[src/rtl/disp_refresh_pkg.sv]
package disp_refresh_pkg;

    typedef enum logic {
        ST_BLANK = 1'b0,
        ST_SHOW  = 1'b1
    } phase_e;

    localparam int SCAN_W = 4;

endpackage

[src/rtl/disp_mem.sv]
module disp_mem #(
    parameter int          DEPTH      = 16,
    parameter int          DW         = 8,
    parameter logic [DW-1:0] BLANK_CODE = '0,
    localparam int         AW         = $clog2(DEPTH)
) (
    input  logic          clk,
    input  logic          rst_n,
    input  logic          we,
    input  logic [AW-1:0] cpu_addr,
    input  logic [DW-1:0] wdata,
    output logic [DW-1:0] rdata_q,
    input  logic [AW-1:0] fetch_addr,
    output logic [DW-1:0] fetch_data
);

    logic [DW-1:0] cells [DEPTH];

    for (genvar g = 0; g < DEPTH; g++) begin : g_cell
        always_ff @(posedge clk or negedge rst_n) begin
            if (!rst_n)
                cells[g] <= BLANK_CODE;
            else if (we && cpu_addr == AW'(g))
                cells[g] <= wdata;
        end
    end

    always_ff @(posedge clk or negedge rst_n) begin
        if (!rst_n)
            rdata_q <= BLANK_CODE;
        else
            rdata_q <= cells[cpu_addr];
    end

    assign fetch_data = cells[fetch_addr];

endmodule

[src/rtl/scan_seq.sv]
module scan_seq
    import disp_refresh_pkg::*;
#(
    parameter int DEPTH = 16,
    parameter int DWELL = 1000,
    parameter int GAP   = 4,
    localparam int AW   = $clog2(DEPTH),
    localparam int MAXC = (DWELL > GAP) ? DWELL : GAP,
    localparam int CW   = $clog2(MAXC + 1)
) (
    input  logic          clk,
    input  logic          rst_n,
    input  logic          tick,
    input  logic          dec_mode,
    input  logic          wide,
    output phase_e        phase,
    output logic [AW-1:0] digit,
    output logic          load
);

    localparam logic [CW-1:0] DWELL_LAST = CW'(DWELL - 1);
    localparam logic [CW-1:0] GAP_LAST   = CW'(GAP - 1);
    localparam logic [AW-1:0] LAST_DEC   = AW'(3);
    localparam logic [AW-1:0] LAST_WIDE  = AW'(DEPTH - 1);
    localparam logic [AW-1:0] LAST_NARW  = AW'(DEPTH / 2 - 1);

    phase_e        state_q, state_d;
    logic [CW-1:0] cnt_q, cnt_d;
    logic [AW-1:0] digit_q, digit_d;
    logic [AW-1:0] wrap_at;

    assign wrap_at = dec_mode ? LAST_DEC : (wide ? LAST_WIDE : LAST_NARW);

    always_ff @(posedge clk or negedge rst_n) begin
        if (!rst_n) begin
            state_q <= ST_BLANK;
            cnt_q   <= '0;
            digit_q <= '0;
        end else begin
            state_q <= state_d;
            cnt_q   <= cnt_d;
            digit_q <= digit_d;
        end
    end

    always_comb begin
        state_d = state_q;
        cnt_d   = cnt_q;
        digit_d = digit_q;
        load    = 1'b0;
        if (tick) begin
            unique case (state_q)
                ST_SHOW: begin
                    if (cnt_q == DWELL_LAST) begin
                        state_d = ST_BLANK;
                        cnt_d   = '0;
                        digit_d = (digit_q >= wrap_at) ? '0 : digit_q + 1'b1;
                    end else begin
                        cnt_d = cnt_q + 1'b1;
                    end
                end
                ST_BLANK: begin
                    if (cnt_q == GAP_LAST) begin
                        state_d = ST_SHOW;
                        cnt_d   = '0;
                        load    = 1'b1;
                    end else begin
                        cnt_d = cnt_q + 1'b1;
                    end
                end
            endcase
        end
    end

    assign phase = state_q;
    assign digit = digit_q;

endmodule

[src/rtl/seg_drive.sv]
module seg_drive
    import disp_refresh_pkg::*;
#(
    parameter int            DEPTH      = 16,
    parameter int            DW         = 8,
    parameter logic [DW-1:0] BLANK_CODE = '0,
    localparam int           AW         = $clog2(DEPTH),
    localparam int           HW         = DW / 2
) (
    input  logic              clk,
    input  logic              rst_n,
    input  logic              load,
    input  logic [DW-1:0]     fetch_data,
    input  phase_e            phase,
    input  logic [AW-1:0]     digit,
    input  logic              dec_mode,
    output logic [SCAN_W-1:0] scan_out,
    output logic [HW-1:0]     seg_a,
    output logic [HW-1:0]     seg_b,
    output logic              blank_n
);

    logic [DW-1:0] seg_q;
    logic [DW-1:0] shown;

    always_ff @(posedge clk or negedge rst_n) begin
        if (!rst_n)
            seg_q <= BLANK_CODE;
        else if (load)
            seg_q <= fetch_data;
    end

    always_comb begin
        unique case (phase)
            ST_SHOW:  begin shown = seg_q;      blank_n = 1'b1; end
            ST_BLANK: begin shown = BLANK_CODE; blank_n = 1'b0; end
        endcase
        if (dec_mode)
            scan_out = SCAN_W'(1) << digit[1:0];
        else
            scan_out = SCAN_W'(digit);
    end

    assign seg_a = shown[DW-1:HW];
    assign seg_b = shown[HW-1:0];

endmodule

[src/rtl/disp_refresh.sv]
module disp_refresh
    import disp_refresh_pkg::*;
#(
    parameter int            DEPTH      = 16,
    parameter int            DW         = 8,
    parameter int            DWELL      = 1000,
    parameter int            GAP        = 4,
    parameter logic [DW-1:0] BLANK_CODE = '0,
    localparam int           AW         = $clog2(DEPTH),
    localparam int           HW         = DW / 2
) (
    input  logic              clk,
    input  logic              rst_n,
    input  logic              tick,
    input  logic              scan_mode,
    input  logic              wide_count,
    input  logic              cpu_we,
    input  logic [AW-1:0]     cpu_addr,
    input  logic [DW-1:0]     cpu_wdata,
    output logic [DW-1:0]     cpu_rdata,
    output logic [SCAN_W-1:0] scan_out,
    output logic [HW-1:0]     seg_a,
    output logic [HW-1:0]     seg_b,
    output logic              blank_n
);

    phase_e        phase;
    logic [AW-1:0] digit;
    logic          load;
    logic [DW-1:0] fetch_data;

    disp_mem #(.DEPTH(DEPTH), .DW(DW), .BLANK_CODE(BLANK_CODE)) u_mem (
        .clk        (clk),
        .rst_n      (rst_n),
        .we         (cpu_we),
        .cpu_addr   (cpu_addr),
        .wdata      (cpu_wdata),
        .rdata_q    (cpu_rdata),
        .fetch_addr (digit),
        .fetch_data (fetch_data)
    );

    scan_seq #(.DEPTH(DEPTH), .DWELL(DWELL), .GAP(GAP)) u_seq (
        .clk      (clk),
        .rst_n    (rst_n),
        .tick     (tick),
        .dec_mode (scan_mode),
        .wide     (wide_count),
        .phase    (phase),
        .digit    (digit),
        .load     (load)
    );

    seg_drive #(.DEPTH(DEPTH), .DW(DW), .BLANK_CODE(BLANK_CODE)) u_drv (
        .clk        (clk),
        .rst_n      (rst_n),
        .load       (load),
        .fetch_data (fetch_data),
        .phase      (phase),
        .digit      (digit),
        .dec_mode   (scan_mode),
        .scan_out   (scan_out),
        .seg_a      (seg_a),
        .seg_b      (seg_b),
        .blank_n    (blank_n)
    );

endmodule

[config.mk]
export PLATFORM = sky130hd
export DESIGN_NAME = disp_refresh
export DESIGN_NICKNAME = d
export VERILOG_FILES = /design/src/rtl/disp_refresh_pkg.sv /design/src/rtl/disp_mem.sv /design/src/rtl/scan_seq.sv /design/src/rtl/seg_drive.sv /design/src/rtl/disp_refresh.sv
export SDC_FILE = /design/constraint.sdc
export NUM_CORES = 1
export LEC_CHECK = 0
export BUFFER_PORTS_ARGS = -buffer_cell sky130_fd_sc_hd__buf_4
export CAP_MARGIN = 20
export CORE_MARGIN = 10
export CORE_UTILIZATION = 60
export CTS_CLUSTER_DIAMETER = 200
export DETAILED_ROUTE_END_ITERATION = 10
export HOLD_SLACK_MARGIN = 0.12
export PLACE_DENSITY = 0.78
export REMOVE_ABC_BUFFERS = 1
export SYNTH_ARGS = -nofsm -noshare
export SYNTH_HDL_FRONTEND = slang
export SYNTH_SLANG_ARGS = --single-unit
[constraint.sdc]
create_clock -name clk -period 5.1 [get_ports clk]
set_input_delay 1.02 -clock clk [delete_from_list [all_inputs] [get_ports clk]]
set_output_delay 1.02 -clock clk [all_outputs]
set_load 0.05 [all_outputs]
==> out/qor.csv, run 1 <==
stage;metric;value;unit
yosys;syn avg cell area;15.0;um2
yosys;synth cell count leaders;dfrtp_1 (159), mux2_2 (131), mux4_2 (47), nand2_1 (29), mux4_1 (25);
clock_tree;post-CTS setup buffers;0;
final_layout;post-layout util;67.9;%
worst_setup_path;crit path kind;reg -> out;
worst_setup_path;r2r worst-path depth;5;
die;DIE AREA;19100;um2
yosys;ys flop type;dfrtp_1;
placement;RePlAce Congestion;0.846;
global_route;GR Overflow Total;0;
die;Core Footprint;13800;um2
worst_setup_path;worst reg2reg endpoint;u_drv.seg_q[2];
placement;Placed Cells;743;
global_route;largest net degree at the start of global routing;87;
sta;FMAX;0.320;GHz
final_layout;Finished Layout Cells;775;
power;Power Total;4.16;mW
clock_tree;TritonCTS clock tree;yes;
placement;post-DP HPWL;12200;um
die;Top-Level Pins;39;
worst_setup_path;worst reg2reg path startpoint;u_seq.digit[0];
clock_tree;H-tree Lvls;4;
placement;Port Buffers;38;
final_layout;Area growth, synth to finish;11.3;%
power;Max IR drop VDD;269;uV
worst_setup_path;data required time of the worst path;4.08;ns
min_path;Worst Hold Launch;u_drv.seg_q[5];
yosys;area fraction of the dominant cell type after synthesis;47.4;%
die;Starting Density;60.9;%
sta;worst-margin pin slew;0.867;ns
sta;setup TNS;0;ns
yosys;number of synthesized flops with an enable pin;0;
final_layout;antenna cell count;0;
clock_tree;CTS root buf;clkbuf_16;
sta;Fin. Hold Viols;0;
worst_setup_path;Setup crit end kind;primary output;
die;die height;138;um
sta;Period minus WS final;3.13;ns
detailed_routing;WL/cell;25.7;um
yosys;Post-synth ARST share;100;%
clock_tree;Clock transition at path regs;0.06;ns
global_route;GR Util All Layers;21.1;%
min_path;Hold EP;u_drv.seg_q[5];
sta;hold slack;0.479;ns
detailed_routing;DR pass1 iterations;5;
worst_setup_path;Crit Path Max Fanout;21;
clock_tree;Worst-Skew Late Latency;0.43;ns
yosys;synthesis-stage register bit count;159;
run_status;outcome;finished, final reports clean;
clock_tree;Num CTS Buffers;17;
sta;part of the cycle the worst path needs;61.3;%
worst_setup_path;R2R setup slack;2.49;ns
yosys;area of the mapped netlist;8390;um2
worst_setup_path;crit path DAT;2.11;ns
yosys;top-count cell post-synth;dfrtp_1;
sta;skew final;0.00426;ns
detailed_routing;vias;5198;
final_layout;fraction of layout cells with a size suffix above 1;44.2;%
global_route;vias in the first global route;5481;
detailed_routing;number of remaining DRC errors;0;
yosys;Cell variety after synth;42;
min_path;WHS Path Cells;2;
clock_tree;count of hold-fix buffers inserted at cts;0;
power;power per cell area;445;nW/um2
final_layout;Final #Nets;607;
clock_tree;CTS Buffer Depth;2;
yosys;top post-synthesis cells by area;dfrtp_1 (47%), mux2_2 (18%), mux4_2 (13%), mux4_1 (7.8%), nand2_1 (1.3%);
power;leakage;4.00;nW
min_path;Worst Hold Class;reg -> reg;
detailed_routing;drt via density;6.71;
global_route;first-pass GRT wire length;31600;um
sta;setup violators final;0;
sta;Final Max Slew Viols;0;
die;row cnt;43;
sta;max_slew headroom;42.2;%
flow_run;Max Cap Viol;0;
yosys;register area share after synthesis;47.4;%
die;Die Width;138;um
clock_tree;Resize count post-CTS;0;
yosys;post-synth top area cell;dfrtp_1;
clock_tree;clk sinks;159;
yosys;YS warnings;0;
global_route;initial antenna violation count;0;
detailed_routing;final antenna-violating net count;0;
detailed_routing;Detailed Route Iter0 Violations;524;
detailed_routing;WL final;19900;um
yosys;Cells after Synth;559;
worst_setup_path;CP Launch Type;register;
sta;RSZ-0062 raised after global routing;no;
-- cells by family after synthesis --
family	Yosys count	synth area share, %
compound gates	31	2.37
fa+ha+maj	7	1.04
mux	214	39.4
xor+xnor	8	0.835
flops	159	47.4
buf+inv	42	2.86
simple gates	98	6.13
-- stage by stage --
stage                     instance area (um2)  setup WS (ns)
final                                    9350           1.97
after global routing                     9350           1.83
after CTS                                9350           1.93
after detailed placement                 8720           2.09
after global placement                   8720           2.17
after floorplan                          8170           1.21
-- power breakdown --
group	internal [mW]	total [mW]	switching, mW	leakage (nW)
registers	1.58	1.84	0.261	1.97
logic	0.528	0.978	0.450	1.72
clock network	0.834	1.34	0.505	0.306
-- cells in the final DEF, fill, tap and decap left out, drive strengths merged, types with 7 or more instances in the layout --
cell    instances
dfrtp         159
mux2i           8
nand2b          7
nor2           20
mux4           72
ha              7
o21ai          12
mux2          134
clkbuf         23
and2            8
buf            43
nand2          29
nand3           9
-- state kept, by name (all words and copies together) (netlist names) --
signal         cells
u_seq.phase        1
u_mem.rdata_q      8
u_seq.cnt_q       10
u_mem.cells      128
u_drv.seg_q        8
u_seq.digit        4
-- worst max-delay path, stage by stage (launching register included) --
cell and delay [ns]:
dfrtp_2 0.81, inv_1 0.18, ha_1 0.24, mux2_2 0.26
buf_4 0.19
-- layer usage --
layer  GRT usage (%)  vias up  routed length [um]
met5               0        -                   0
met2            34.7      229               10000
met1            26.0     2714                8070
li1                -     2200                   -
met3            5.68       55                1250
met4            7.71        0                 572
-- final cells by class --
type                    instances  area [um2]
clock inverters                 9         129
fillers                       976        4430
inverters                       3        11.3
repair buffers                 43         327
flip-flops and latches        159        3980
multi-input cells             358        4180
well taps                     180         225
clock buffers                  23         498
-- worst max path at each step --
stage,cells past startpoint,to,startpoint
6_report,4,scan_out[2],u_seq.digit[0]
2_1_floorplan,2,scan_out[0],u_seq.digit[0]
3_3_place_gp,4,u_mem.cells[50],cpu_addr[0]
5_1_grt,4,scan_out[2],u_seq.digit[0]
4_1_cts,4,scan_out[2],u_seq.digit[0]
3_5_place_dp,4,u_mem.cells[103],cpu_addr[0]
No activity file was read; power rests on OpenSTA's default activity.
==> inputs of run 2 (changes only) <==
==> constraint.sdc (replaced) <==
create_clock -name clk -period 3.2 [get_ports clk]
set_input_delay 0.64 -clock clk [delete_from_list [all_inputs] [get_ports clk]]
set_output_delay 0.64 -clock clk [all_outputs]
set_load 0.05 [all_outputs]
==> run 2 against run 1 <==
Combinational power rose by 61%. First-iteration DRC count rose by 3.6%. Critical endpoint unchanged. Global-route usage rose by 0.078 points. Total power rose by 53%. Count of clock-buffer cells in the layout shrank 3. Largest power group unchanged.
==> out/qor.csv, run 2 (same netlist as run 1, synthesis figures left out) <==
stage;metric;value;unit;change
sta;Setup WS post-layout;0.546;ns;-1.43 ns
power;power per cell area;681;nW/um2;+53%
sta;Fin. Hold Viols;0;;unchanged
worst_setup_path;crit path kind;reg -> out;;
final_layout;max reg flops;128;;unchanged
final_layout;Finished Layout Cells;782;;+0.90%
global_route;first-pass GRT wire length;31900;um;+0.68%
final_layout;top flop regs;u_mem.cells: 128 flops, u_seq.cnt_q: 10 flops;;
worst_setup_path;worst reg2reg endpoint;u_drv.seg_q[2];;
worst_setup_path;data required time of the worst path;2.56;ns;-1.52 ns
global_route;initial antenna violation count;0;;unchanged
detailed_routing;DR pass1 iterations;6;;+1
detailed_routing;WL/cell;25.4;um;-1.2%
sta;FMAX;0.377;GHz;
sta;Final Max Slew Viols;0;;unchanged
global_route;GR Overflow Total;0;;unchanged
final_layout;commonest non-fill, non-tap cells in the layout;dfrtp_1 (158), mux2_2 (131), mux4_2 (47);;
worst_setup_path;r2r worst-path depth;5;;unchanged
clock_tree;Resize count post-CTS;0;;unchanged
detailed_routing;WL final;19800;um;-0.31%
placement;dpl ws;0.610;ns;-1.48 ns
worst_setup_path;R2R setup slack;0.91;ns;-1.58 ns
final_layout;Final #Nets;615;;+1.3%
final_layout;Area growth, synth to finish;11.6;%;
global_route;vias in the first global route;5548;;+1.2%
detailed_routing;final antenna-violating net count;0;;unchanged
clock_tree;CTS Buffer Depth;2;;unchanged
clock_tree;count of hold-fix buffers inserted at cts;0;;unchanged
power;leakage;4.01;nW;+0.20%
sta;max_slew headroom;42.4;%;+0.26 points
worst_setup_path;worst reg2reg path startpoint;u_seq.digit[0];;
clock_tree;H-tree Lvls;4;;unchanged
die;Core Footprint;13800;um2;unchanged
min_path;Worst Hold Class;in -> async;;
clock_tree;post-CTS setup buffers;0;;unchanged
sta;part of the cycle the worst path needs;82.9;%;
final_layout;fraction of layout cells with a size suffix above 1;44.7;%;+0.48 points
clock_tree;Worst-Skew Late Latency;0.43;ns;about the same
worst_setup_path;critical path launch point;u_seq.digit[0];;
run_status;outcome;finished, final reports clean;;
placement;Port Buffers;38;;unchanged
placement;RePlAce Congestion;0.851;;+0.69%
die;Top-Level Pins;39;;unchanged
clock_tree;Num CTS Buffers;17;;unchanged
detailed_routing;Detailed Route Iter0 Violations;543;;+3.6%
sta;RSZ-0062 raised after global routing;no;;
sta;Period minus WS final;2.65;ns;
final_layout;Biggest register;u_mem.cells;;
die;die height;138;um;unchanged
die;DIE AREA;19100;um2;unchanged
clock_tree;Clock transition at path regs;0.06;ns;about the same
worst_setup_path;CP Launch Type;register;;
detailed_routing;vias;5253;;+1.1%
die;Starting Density;60.9;%;unchanged
final_layout;most common cell after layout, fill and taps aside;dfrtp_1;;
placement;post-DP HPWL;12700;um;+3.4%
clock_tree;clk sinks;159;;unchanged
sta;setup violators final;0;;unchanged
placement;Placed Cells;751;;+1.1%
final_layout;antenna cell count;0;;unchanged
global_route;largest net degree at the start of global routing;74;;-15%
global_route;GR Util All Layers;21.1;%;+0.078 points
clock_tree;CTS root buf;clkbuf_16;;
power;Max IR drop VDD;425;uV;+58%
flow_run;Max Cap Viol;0;;unchanged
sta;skew final;0.00799;ns;+0.00373 ns
worst_setup_path;Crit Path Max Fanout;18;;-14%
detailed_routing;number of remaining DRC errors;0;;unchanged
clock_tree;TritonCTS clock tree;yes;;
detailed_routing;drt via density;6.72;;+0.15%
worst_setup_path;Setup crit end kind;primary output;;
worst_setup_path;crit path DAT;2.01;ns;-0.10 ns
die;row cnt;43;;unchanged
sta;worst-margin pin slew;0.863;ns;-0.00482 ns
die;Die Width;138;um;unchanged
run 2: cell types whose count changed in the layout (fill, tap and decap cells not counted), sizes merged:
cell,change
inv,-1
bufinv,-2
clkbuf,-3
clkinvlp,+2
buf,+8
clkinv,+3
run 2: power breakdown:
part,internal (mW),switching (mW)
registers,2.51,0.424
logic,0.847,0.718
clock network,1.08,0.797
run 2: worst max path at each step:
stage | end | slack, ns | depth (start not counted)
after floorplan | scan_out[0] | -0.31 | 2
after global placement | u_mem.cells[102] | 0.67 | 5
after detailed placement | u_mem.cells[102] | 0.61 | 5
after CTS | scan_out[2] | 0.48 | 4
after global routing | scan_out[2] | 0.38 | 4
final | scan_out[2] | 0.55 | 4
run 2: per-layer routing:
| layer | part of all wire (%) | vias up | global-route usage [%] | wire, um |
|---|---|---|---|---|
| met4 | 2.5 | 0 | 8.49 | 504 |
| met2 | 49 | 191 | 34.0 | 9810 |
| met3 | 6.2 | 35 | 4.97 | 1230 |
| met5 | 0 | - | 0 | 0 |
| met1 | 42 | 2815 | 27.1 | 8280 |
| li1 | - | 2212 | - | - |
run 2: cell type report:
| cell class | count | area, um2 |
|---|---|---|
| Multi-Input combinational cell | 358 | 4180 |
| Inverter | 3 | 11.3 |
| Clock inverter | 11 | 93.8 |
| Timing Repair Buffer | 51 | 437 |
| Fill cell | 952 | 4400 |
| Tap cell | 180 | 225 |
| Clock buffer | 20 | 447 |
| Sequential cell | 159 | 3980 |
run 2: critical path, stage by stage, from the launching register on:
cell and delay, ns:
dfrtp_2 0.74, inv_1 0.17, ha_1 0.23, mux2_2 0.26, buf_4 0.19
run 2: through the flow:
| stage | power, mW | hold WS [ns] | TNS [ns] | util [%] | instance area, um2 |
|---|---|---|---|---|---|
| after detailed placement | 4.52 | 0.471 | 0 | 64.1 | 8830 |
| after CTS | 6.39 | 0.268 | 0 | 68.0 | 9370 |
| after global placement | 4.43 | 0.463 | 0 | 64.1 | 8830 |
| after floorplan | 3.96 | 0.344 | -0.315 | - | 8170 |
| final | 6.38 | 0.230 | 0 | 68.0 | 9370 |
| after global routing | 6.67 | 0.280 | 0 | 68.0 | 9370 |
==> inputs of run 3 (changes only) <==
--- a/config.mk
+++ b/config.mk
@@ -5,14 +5,15 @@
 export SDC_FILE = /design/constraint.sdc
 export NUM_CORES = 1
 export LEC_CHECK = 0
+export ABC_AREA = 1
 export BUFFER_PORTS_ARGS = -buffer_cell sky130_fd_sc_hd__buf_4
 export CAP_MARGIN = 20
 export CORE_MARGIN = 10
-export CORE_UTILIZATION = 60
+export CORE_UTILIZATION = 56
 export CTS_CLUSTER_DIAMETER = 200
 export DETAILED_ROUTE_END_ITERATION = 10
 export HOLD_SLACK_MARGIN = 0.12
-export PLACE_DENSITY = 0.78
+export PLACE_DENSITY = 0.76
 export REMOVE_ABC_BUFFERS = 1
 export SYNTH_ARGS = -nofsm -noshare
 export SYNTH_HDL_FRONTEND = slang
==> constraint.sdc (replaced) <==
create_clock -name clk -period 2.3 [get_ports clk]
set_input_delay 0.46 -clock clk [delete_from_list [all_inputs] [get_ports clk]]
set_output_delay 0.46 -clock clk [all_outputs]
set_load 0.05 [all_outputs]
==> run 3 against run 2 <==
Synthesized area grew 4.4%. Highest routed layer unchanged. Sequential share of layout area decreased by 2.7 points. Routed wire length is 33% higher. Critical endpoint is now scan_out[1].
==> out/qor.csv, run 3 <==
stage;metric;value;unit;change
placement;placed instance area;9370;um2;+6.2%
sta;skew final;0.00799;ns;+0.00000341 ns
die;Core Footprint;15300;um2;+11%
final_layout;antenna cell count;0;;unchanged
die;Starting Density;57.4;%;-3.5 points
yosys;YS warnings;0;;unchanged
yosys;area fraction of the dominant cell type after synthesis;45.4;%;-2.0 points
clock_tree;H-tree Lvls;4;;unchanged
final_layout;Biggest register;u_mem.cells;;
final_layout;Reg area;3980;um2;unchanged
final_layout;max reg flops;128;;unchanged
yosys;post-synth top area cell;dfrtp_1;;
final_layout;multi-input logic area;3920;um2;-6.2%
final_layout;design area;10000;um2;+6.8%
worst_setup_path;crit path kind;reg -> out;;
placement;post-DP HPWL;16700;um;+32%
yosys;synth cell count leaders;nand2_1 (449), dfrtp_1 (159), inv_1 (158), o21ai_0 (126), nand3_1 (107);;
worst_setup_path;Setup crit end kind;primary output;;
yosys;Cells after Synth;1222;;+120%
final_layout;most common cell after layout, fill and taps aside;nand2_1;;
detailed_routing;drt via density;5.71;;-15%
yosys;top-count cell post-synth;nand2_1;;
detailed_routing;WL final;26500;um;+33%
die;DIE AREA;21100;um2;+10%
detailed_routing;DR pass1 iterations;6;;unchanged
die;row cnt;45;;+4.7%
final_layout;post-layout util;65.6;%;-2.4 points
clock_tree;Resize count post-CTS;0;;unchanged
clock_tree;post-CTS setup buffers;0;;unchanged
yosys;number of synthesized flops with an enable pin;0;;unchanged
power;Max IR drop VDD;630;uV;+48%
die;die height;145;um;+4.9%
power;power per cell area;905;nW/um2;+33%
die;Die Width;145;um;+4.9%
worst_setup_path;CP Launch Type;register;;
clock_tree;count of hold-fix buffers inserted at cts;1;;+1
global_route;largest net degree at the start of global routing;74;;unchanged
run_status;outcome;finished, final reports clean;;
global_route;GR Overflow Total;0;;unchanged
clock_tree;CTS Buffer Depth;2;;unchanged
sta;setup violators final;0;;unchanged
final_layout;fillers;1339;;+41%
detailed_routing;number of remaining DRC errors;0;;unchanged
flow_run;Max Cap Viol;0;;unchanged
clock_tree;CTS root buf;clkbuf_16;;
worst_setup_path;Crit Path Max Fanout;7;;-11
global_route;initial antenna violation count;0;;unchanged
power;leakage;5.15;nW;+28%
global_route;vias in the first global route;7998;;+44%
sta;worst-margin pin slew;0.660;ns;-0.203 ns
yosys;ys flop type;dfrtp_1;;
clock_tree;Clock transition at path regs;0.07;ns;about the same
yosys;register area share after synthesis;45.4;%;-2.0 points
yosys;area of the mapped netlist;8760;um2;+4.4%
detailed_routing;final antenna-violating net count;0;;unchanged
placement;RePlAce Congestion;0.920;;+8.1%
final_layout;Final #Nets;1278;;+110%
yosys;synthesis-stage register bit count;159;;unchanged
yosys;top post-synthesis cells by area;dfrtp_1 (45%), nand2_1 (19%), o21ai_0 (7.2%), inv_1 (6.8%), nand3_1 (6.1%);;
clock_tree;clk sinks;159;;unchanged
clock_tree;TritonCTS clock tree;yes;;
clock_tree;Worst-Skew Late Latency;0.44;ns;about the same
min_path;Worst Hold Class;in -> reg;;
final_layout;fraction of layout cells with a size suffix above 1;9.24;%;-35 points
final_layout;Area growth, synth to finish;14.2;%;
sta;FMAX;0.458;GHz;
final_layout;top flop regs;u_mem.cells: 128 flops, u_seq.cnt_q: 10 flops;;
yosys;Post-synth ARST share;100;%;unchanged
sta;Fin. Hold Viols;0;;unchanged
detailed_routing;WL/cell;17.9;um;-29%
sta;Final Max Slew Viols;0;;unchanged
clock_tree;Num CTS Buffers;17;;unchanged
global_route;first-pass GRT wire length;42400;um;+33%
global_route;GR Util All Layers;24.7;%;+3.6 points
worst_setup_path;crit path DAT;1.73;ns;-0.28 ns
die;Top-Level Pins;39;;unchanged
placement;Port Buffers;38;;unchanged
sta;RSZ-0062 raised after global routing;no;;
sta;max_slew headroom;55.9;%;+13 points
detailed_routing;vias;8429;;+60%
detailed_routing;Detailed Route Iter0 Violations;995;;+83%
worst_setup_path;data required time of the worst path;1.84;ns;-0.72 ns
sta;part of the cycle the worst path needs;95.0;%;
yosys;syn avg cell area;7.17;um2;-52%
power;Power Total;9.06;mW;+42%
sta;Period minus WS final;2.19;ns;
yosys;Cell variety after synth;27;;-36%
final_layout;commonest non-fill, non-tap cells in the layout;nand2_1 (449), inv_1 (158), dfrtp_1 (158);;
sta;setup TNS;0;ns;unchanged
[run 3: worst paths after layout]
path / slack, ns / cells past startpoint / start / endpoint
setup / recovery: 0.11 / 5 / u_seq.digit[1] / scan_out[1]
hold / removal: 0.30 / 3 / cpu_wdata[6] / u_mem.cells[54]
setup reg to reg: 0.52 / 6 / u_seq.cnt_q[0] / u_seq.cnt_q[5]
hold reg to reg: 0.49 / 2 / u_drv.seg_q[7] / u_drv.seg_q[7]
max in group asynchronous: 1.04 / 3 / rst_n / u_drv.seg_q[3]
min in group asynchronous: 0.57 / 2 / rst_n / u_mem.cells[121]
[run 3: per-stage QoR]
| step | setup WS, ns | std cells | hold WS (ns) |
|---|---|---|---|
| after detailed placement | 0.372 | 1444 | 0.470 |
| after global placement | 0.400 | 1444 | 0.468 |
| after CTS | 0.127 | 1477 | 0.302 |
| after floorplan | -2.55 | 1164 | 0.164 |
| after global routing | 0.00307 | 1477 | 0.310 |
| final | 0.115 | 1477 | 0.302 |
[run 3: final cells by class]
cell class / instances / area share, %
clock buffer: 20 / 4.66
clock inverter: 12 / 1.59
inverter: 164 / 6.15
multi-input combinational: 841 / 39.1
sequential: 159 / 39.8
tap: 211 / 2.64
timing repair buffer: 70 / 6.06
[run 3: cell families (layout without fill, tap and decap cells)]
family / count (synthesis) / after routing / share of synthesized area, %
and+or+nand+nor: 620 / 620 / 29.3
buffers and inverters: 222 / 266 / 9.94
AOI/OAI and AO/OA: 207 / 207 / 13.7
DFF: 159 / 159 / 45.4
adders and majority gates: 7 / 7 / 0.999
xor gates and xnor gates: 7 / 7 / 0.700
[run 3: worst max-delay path: stages, from the launching register on]
cell and delay, ns:
dfrtp_1 0.39, clkinv_1 0.29, ha_1 0.29, nand2_1 0.05, o21ai_0 0.07, buf_4 0.20
[run 3: metal layers]
| metal | global-route usage, % | share of wire (%) | vias up |
|---|---|---|---|
| met5 | 0 | 0 | - |
| met4 | 10.4 | 3.4 | 0 |
| met3 | 6.21 | 11 | 78 |
| met2 | 37.5 | 45 | 484 |
| met1 | 32.9 | 41 | 3925 |
| li1 | - | - | 3942 |
[run 3: power breakdown]
part,internal (mW),leakage (nW),switching (mW)
sequential,3.43,1.98,0.524
clock,1.80,0.291,1.21
combinational,0.739,2.87,1.35
